`config.mk`:
```
export PLATFORM = sky130hd
export DESIGN_NAME = loop_pipe_ctrl
export DESIGN_NICKNAME = d
export VERILOG_FILES = /design/src/rtl/loop_ctrl_pkg.sv /design/src/rtl/loop_credit_cnt.sv /design/src/rtl/loop_stage_slot.sv /design/src/rtl/loop_pipe_ctrl.sv
export SDC_FILE = /design/constraint.sdc
export NUM_CORES = 1
export LEC_CHECK = 0
export BUFFER_PORTS_ARGS = -buffer_cell sky130_fd_sc_hd__buf_4
export CELL_PAD_IN_SITES_DETAIL_PLACEMENT = 1
export CELL_PAD_IN_SITES_GLOBAL_PLACEMENT = 1
export CORE_MARGIN = 8
export CORE_UTILIZATION = 53
export CTS_BUF_LIST = sky130_fd_sc_hd__clkbuf_8
export DETAILED_ROUTE_END_ITERATION = 7
export PLACE_DENSITY_LB_ADDON = 0.1
export SLEW_MARGIN = 20
export SYNTH_ARGS = -nofsm -noshare
export SYNTH_HDL_FRONTEND = slang
export SYNTH_SLANG_ARGS = --single-unit
```
`constraint.sdc`:
```
create_clock -name clk_i -period 8.4 [get_ports clk_i]
set_input_delay 0.84 -clock clk_i [delete_from_list [all_inputs] [get_ports clk_i]]
set_output_delay 0.84 -clock clk_i [all_outputs]
set_load 0.01 [all_outputs]
```
`src/rtl/loop_ctrl_pkg.sv`:
```
package loop_ctrl_pkg;
  typedef enum logic [1:0] {
    MODE_SEQ    = 2'd0,
    MODE_PIPE   = 2'd1,
    MODE_STREAM = 2'd2,
    MODE_SEQ_B  = 2'd3
  } run_mode_e;
endpackage

```
`src/rtl/loop_credit_cnt.sv`:
```
module loop_credit_cnt #(
  parameter int unsigned DEPTH = 2,
  parameter int unsigned W     = 2
) (
  input  logic         clk_i,
  input  logic         rst_ni,
  input  logic         clr_i,
  input  logic         take_i,
  input  logic         give_i,
  output logic [W-1:0] cnt_o,
  output logic         ovf_o
);
  localparam logic [W-1:0] FULL = W'(DEPTH);

  logic [W-1:0] cnt_q;

  assign cnt_o = cnt_q;
  // return with no matching decrement while already full
  assign ovf_o = give_i & ~take_i & (cnt_q == FULL);

  always_ff @(posedge clk_i or negedge rst_ni) begin
    if (!rst_ni)                                cnt_q <= FULL;
    else if (clr_i)                             cnt_q <= FULL;
    else if (take_i & ~give_i)                  cnt_q <= cnt_q - 1'b1;
    else if (give_i & ~take_i & cnt_q != FULL)  cnt_q <= cnt_q + 1'b1;
  end

  p_no_underflow_r6: assert property (@(posedge clk_i) disable iff (!rst_ni)
    take_i |-> cnt_q != '0);
  p_bound_r6: assert property (@(posedge clk_i) disable iff (!rst_ni)
    cnt_q <= FULL);
  p_same_cycle_hold_r7: assert property (@(posedge clk_i) disable iff (!rst_ni)
    (take_i && give_i && !clr_i) |=> $stable(cnt_q));
endmodule

```
`src/rtl/loop_stage_slot.sv`:
```
module loop_stage_slot #(
  parameter int unsigned CNT_W = 8
) (
  input  logic             clk_i,
  input  logic             rst_ni,
  input  logic             clr_i,
  input  logic             start_i,
  input  logic             done_i,
  input  logic             gate_i,
  input  logic             tok_add_i,
  input  logic             tok_take_i,
  output logic             active_o,
  output logic             en_o,
  output logic             fin_o,
  output logic [CNT_W-1:0] tok_o,
  output logic [CNT_W-1:0] st_cnt_o
);
  logic             active_q;
  logic [CNT_W-1:0] tok_q, st_q;

  assign active_o = active_q;
  assign en_o     = active_q & gate_i;
  assign fin_o    = en_o & done_i;
  assign tok_o    = tok_q;
  assign st_cnt_o = st_q;

  always_ff @(posedge clk_i or negedge rst_ni) begin
    if (!rst_ni) begin
      active_q <= 1'b0;
      tok_q    <= '0;
      st_q     <= '0;
    end else if (clr_i) begin
      active_q <= 1'b0;
      tok_q    <= '0;
      st_q     <= '0;
    end else begin
      if (start_i)    active_q <= 1'b1;
      else if (fin_o) active_q <= 1'b0;
      st_q  <= st_q + CNT_W'(start_i);
      tok_q <= tok_q + CNT_W'(tok_add_i) - CNT_W'(tok_take_i);
    end
  end

  p_tok_take_r5: assert property (@(posedge clk_i) disable iff (!rst_ni)
    tok_take_i |-> tok_q != '0);
endmodule

```
`src/rtl/loop_pipe_ctrl.sv`:
```
module loop_pipe_ctrl
  import loop_ctrl_pkg::*;
#(
  parameter int unsigned N_STAGES  = 3,
  parameter int unsigned CNT_W     = 8,
  parameter int unsigned BUF_DEPTH = 2
) (
  input  logic                clk_i,
  input  logic                rst_ni,
  input  logic                start_i,
  input  logic [1:0]          mode_i,
  input  logic [CNT_W-1:0]    trip_i,
  input  logic [N_STAGES-1:0] child_done_i,
  input  logic [N_STAGES-1:0] in_empty_i,
  input  logic [N_STAGES-1:0] out_full_i,
  output logic [N_STAGES-1:0] child_en_o,
  output logic                done_o,
  output logic                credit_err_o
);
  localparam int unsigned CRED_W = $clog2(BUF_DEPTH + 1);

  logic             run_q, done_q, err_q;
  run_mode_e        mode_q;
  logic [CNT_W-1:0] trip_q;

  logic pipe_m, stream_m, seq_m, any_active, fin_all;
  logic [N_STAGES-1:0] active, fin, start, tok_nz, later_nz, cnt_full;
  logic [CNT_W-1:0]    st_cnt [N_STAGES];
  logic [CNT_W-1:0]    tok    [N_STAGES];
  logic [CRED_W-1:0]   cred   [N_STAGES-1];
  logic [N_STAGES-2:0] ovf;

  assign pipe_m     = (mode_q == MODE_PIPE);
  assign stream_m   = (mode_q == MODE_STREAM);
  assign seq_m      = ~pipe_m & ~stream_m;
  assign any_active = |active;
  assign fin_all    = run_q & (&cnt_full) & ~any_active;

  // pending tokens at any later stage block earlier stages in sequential mode
  always_comb begin
    for (int i = 0; i < N_STAGES; i++) later_nz[i] = |(tok_nz >> (i + 1));
  end

  for (genvar g = 0; g < N_STAGES; g++) begin : g_stage
    logic avail, ok, pipe_ok, gate, add, take;

    if (g == 0) begin : g_head
      assign add   = 1'b0;
      assign avail = st_cnt[g] < trip_q;
    end else begin : g_body
      assign add   = fin[g-1] & ~stream_m;
      assign avail = stream_m ? (st_cnt[g] < trip_q) : tok_nz[g];
    end

    if (g == N_STAGES - 1) begin : g_tail
      assign pipe_ok = 1'b1;
    end else begin : g_edge
      assign pipe_ok = cred[g] != '0;
      loop_credit_cnt #(.DEPTH(BUF_DEPTH), .W(CRED_W)) u_cred (
        .clk_i  (clk_i),
        .rst_ni (rst_ni),
        .clr_i  (fin_all),
        .take_i (fin[g] & pipe_m),
        .give_i (child_done_i[g+1] & run_q & pipe_m),
        .cnt_o  (cred[g]),
        .ovf_o  (ovf[g])
      );
    end

    assign ok = pipe_m   ? pipe_ok :
                stream_m ? 1'b1    : (~any_active & ~later_nz[g]);
    assign start[g]    = run_q & ~active[g] & avail & ok;
    assign take        = start[g] & (g != 0) & ~stream_m;
    assign gate        = stream_m ? (~in_empty_i[g] & ~out_full_i[g]) : 1'b1;
    assign tok_nz[g]   = tok[g] != '0;
    assign cnt_full[g] = st_cnt[g] == trip_q;

    loop_stage_slot #(.CNT_W(CNT_W)) u_slot (
      .clk_i      (clk_i),
      .rst_ni     (rst_ni),
      .clr_i      (fin_all),
      .start_i    (start[g]),
      .done_i     (child_done_i[g]),
      .gate_i     (gate),
      .tok_add_i  (add),
      .tok_take_i (take),
      .active_o   (active[g]),
      .en_o       (child_en_o[g]),
      .fin_o      (fin[g]),
      .tok_o      (tok[g]),
      .st_cnt_o   (st_cnt[g])
    );
  end

  always_ff @(posedge clk_i or negedge rst_ni) begin
    if (!rst_ni) begin
      run_q  <= 1'b0;
      mode_q <= MODE_SEQ;
      trip_q <= CNT_W'(1);
      done_q <= 1'b0;
      err_q  <= 1'b0;
    end else begin
      done_q <= fin_all;
      err_q  <= |ovf;
      if (!run_q && start_i) begin
        run_q  <= 1'b1;
        mode_q <= run_mode_e'(mode_i);
        trip_q <= (trip_i == '0) ? CNT_W'(1) : trip_i;
      end else if (fin_all) begin
        run_q <= 1'b0;
      end
    end
  end

  assign done_o       = done_q;
  assign credit_err_o = err_q;

  p_seq_onehot_r3: assert property (@(posedge clk_i) disable iff (!rst_ni)
    (run_q && seq_m) |-> $onehot0(child_en_o));
  p_done_pulse_r10: assert property (@(posedge clk_i) disable iff (!rst_ni)
    done_o |=> !done_o);
  p_done_quiet_r10: assert property (@(posedge clk_i) disable iff (!rst_ni)
    done_o |-> child_en_o == '0);
endmodule

```
==> impl_metrics.tcl <==
set metrics [dict create \
    yosys_most_used_dff "dfrtp_1" \
    max_freq_mhz 299 \
    cpMostUsedCell "ha_1" \
    cts_tree "built" \
    postCtsResizedCells 0 \
    pre_cts_ws_ns 5.19 \
    coreArea_um2 7570 \
    globalRouteOverflowTotal 0 \
    drc_errors 0 \
    cts_root_buffer "clkbuf_8" \
    routed_wl_um 10300 \
    initialDrtViolationCount 121 \
    layout_min_cycle_time_ns 3.34 \
    crit_path_end_kind "flip-flop" \
    cp.buffers_inverters 2 \
    grt_max_degree 61 \
    synthCells 438 \
    die-area_um2 10700 \
    syn_area_um2 4060 \
    slew_headroom 0.440 \
    maxCapViolCount 0 \
    ys_seq_elements 60 \
    diodes 0 \
    power_switching_mw 0.691 \
    switching_share 0.409 \
    clk_latency_ns 0.35 \
    pin_count 27 \
    rows 32 \
    h-tree-depth 3 \
    setup_viol 0 \
    synth_seq_area_share 0.370 \
    path_clk_slew_ns 0.07 \
    io_buffers 26 \
    synthArstFlopShare 1.00 \
    p_seq_frac 0.294 \
    grt_util_all_layers 0.202 \
    setup_slack_ns 5.06 \
    required_ns 8.60 \
    place_inst 554 \
    clockBufferDepth 2 \
    p_comb_frac 0.512 \
    drt_pass1_iterations 4 \
    cp_top_family "adder cells" \
    ir_worst_vdd_v 0.000152 \
    p_per_area_nw_per_um2 372 \
    routabilityCongestion 0.798 \
    leakage_nw 2.20 \
    worst_hold_path_type "reg -> reg" \
    ys_warn_count 0 \
    slowest_delay_ns 0.42 \
    synth_nets 514 \
    antenna_found_initial 0 \
    grt_pass1_vias 3644 \
    area_delta_synth_final_pct 11.9 \
    crit_arrival_ns 3.54 \
    start_kind "flip-flop" \
    critPathKind "reg -> reg" \
    fin_nets 539 \
    wl_per_cell_um 18.1 \
    avgSynthCellArea_um2 9.28 \
    initial_utilization 0.537 \
    timing.final.max_slew_violations 0 \
    finalClockSkew_ns 0.00736 \
    final-hold-violation-count 0 \
    internal_power_mw 1.00 \
    ant_nets 0 \
    slowest_stage "fa_1" \
    via_count 3267 \
    cts_made_buffers 9 \
    ctsHoldBuffers 0 \
    synthDistinctLibCells 51 \
    crit_chain "inv_1, ha_1, nor4b_1, nand4_1, a21boi_0, o21ai_0, nor2_1, ha_1, inv_1, ha_1, fa_1, a211o_1, a31oi_1, o21bai_1, xnor2_1, nor2_1" \
    die_y_um 104 \
    die_w_um 104 \
    postCtsSetupBuffers 0 \
    synth_edf_count 0 \
    status "finished, final reports clean" \
    setup_tns_ns 0 \
    avgViaCountPerCell 5.73 \
    worstMarginPinSlew_ns 0.838 \
    p_clk_frac 0.195 \
    rsz0062_at_grt "no" \
    cp_max_fo 3 \
    drive_above_1_share 0.111 \
    hpwl_um 7600 \
    grt_pass1_wl_um 17700 \
    fin_crit_sh 0.398 \
    reg2reg_slack_ns 5.06 \
    final_cells 570 \
    clkSinkCount 60 \
]
-- flip-flops by register name, indices dropped and copies added (netlist names) --
register,flops
g_stage.g_edge.u_cred.cnt_o,4
done_o,1
g_stage.u_slot.active_o,3
trip_q,8
credit_err_o,1
g_stage.u_slot.tok_o,16
run_q,1
g_stage.u_slot.st_cnt_o,24
mode_q,2
-- synth_stat cells, drive strengths merged, types with 2 or more instances --
cell,instances,area share
dfrtp,57,0.35
nor2,56,0.052
ha,52,0.16
inv,36,0.033
a21oi,22,0.027
nand2,21,0.019
o21ai,19,0.023
nand3,18,0.022
nor2b,18,0.028
xnor2,15,0.032
xor2,15,0.032
nand4,12,0.018
buf,10,0.022
and3,9,0.014
nor3,7,0.0099
o211ai,6,0.016
o21bai,6,0.011
a31oi,5,0.0077
nand2b,5,0.0095
nor4,5,0.0077
a211o,3,0.0065
a21o,3,0.0055
dfstp,3,0.019
nand4b,3,0.0065
o21a,3,0.0055
a211oi,2,0.0037
and2,2,0.0031
clkbuf,2,0.0018
fa,2,0.0099
mux2,2,0.0055
nor3b,2,0.0037
nor4b,2,0.0043
o2111ai,2,0.0043
o31ai,2,0.0037
-- worst paths after layout --
kind	to	cells after the start	startpoint
setup / recovery	g_stage[1].u_slot.tok_o[6]$_DFF_PN0_	16	g_stage[2].u_slot.tok_o[6]$_DFF_PN0_
hold reg to reg	trip_q[0]$_DFFE_PN1P_	2	trip_q[0]$_DFFE_PN1P_
min in group asynchronous	run_q$_DFFE_PN0P_	1	rst_ni
hold / removal	trip_q[0]$_DFFE_PN1P_	2	trip_q[0]$_DFFE_PN1P_
setup reg to reg	g_stage[1].u_slot.tok_o[6]$_DFF_PN0_	16	g_stage[2].u_slot.tok_o[6]$_DFF_PN0_
max in group asynchronous	g_stage[1].u_slot.tok_o[2]$_DFF_PN0_	1	rst_ni
-- metal layers --
layer | part of all wire | up-vias | global-route usage
li1 | - | 1579 | -
met4 | 0.019 | 0 | 0.0756
met2 | 0.52 | 50 | 0.367
met3 | 0.030 | 19 | 0.0415
met5 | 0 | - | 0
met1 | 0.43 | 1619 | 0.226
-- cell type report --
type	count	area [µm²]
sequential	60	1510
timing repair buffer	26	195
tap	102	128
clock inverter	5	98.8
multi-input combinational	330	2330
clock buffer	11	151
inverter	36	135
fill	869	3020
-- worst min-delay path, delay by kind of cell, from the launching register on --
| family | cells | cell delay [ns] |
|---|---|---|
| DFF | 1 | 0.40 |
| AOI/OAI and AO/OA | 1 | 0.04 |
| and+or+nand+nor | 1 | 0.10 |
-- power by group through the flow --
stage | Sequential, mW | Clock (mW) | Combinational (mW)
final | 0.497 | 0.330 | 0.865
after global routing | 0.512 | 0.346 | 0.984
after CTS | 0.496 | 0.334 | 0.869
after detailed placement | 0.501 | 0 | 0.848
after global placement | 0.495 | 0 | 0.795
after floorplan | 0.467 | 0 | 0.664
-- cells by family (layout without fill, tap and decap cells) --
| family | after synthesis | after routing | synth area share |
|---|---|---|---|
| DFF | 60 | 60 | 0.370 |
| AOI/OAI and AO/OA | 79 | 79 | 0.126 |
| buffers and inverters | 48 | 78 | 0.0567 |
| xor gates and xnor gates | 30 | 30 | 0.0647 |
| and+or+nand+nor | 165 | 165 | 0.207 |
| muxes | 2 | 2 | 0.00554 |
| adders and majority gates | 54 | 54 | 0.170 |
-- metrics by stage --
stage / hold slack (ns) / util / instance area, µm² / power [mW]
floorplan: 0.502 / - / 4060 / 1.13
global route: 0.588 / 0.601 / 4550 / 1.84
detailed placement: 0.536 / 0.567 / 4290 / 1.35
global placement: 0.528 / 0.567 / 4290 / 1.29
CTS: 0.546 / 0.600 / 4540 / 1.70
finish: 0.542 / 0.601 / 4550 / 1.69
-- cells in the final DEF (no fill, tap or decap), drive strengths merged, types with 2 or more instances in the layout --
master    n
nor2     56
bufinv    3
nor4b     2
nor2b    18
mux2      2
a31oi     5
o31ai     2
inv      37
a211o     3
a21oi    22
dfrtp    57
o21ai    19
nand3    18
and3      9
buf      26
and2      2
clkbuf   11
o2111ai   2
o211ai    6
a211oi    2
ha       52
nand4b    3
nand2b    5
a21o      3
nor3      7
o21bai    6
xor2     15
xnor2    15
nand2    21
nor4      5
nor3b     2
nand4    12
fa        2
o21a      3
dfstp     3
No activity file was read; power rests on OpenSTA's default activity.
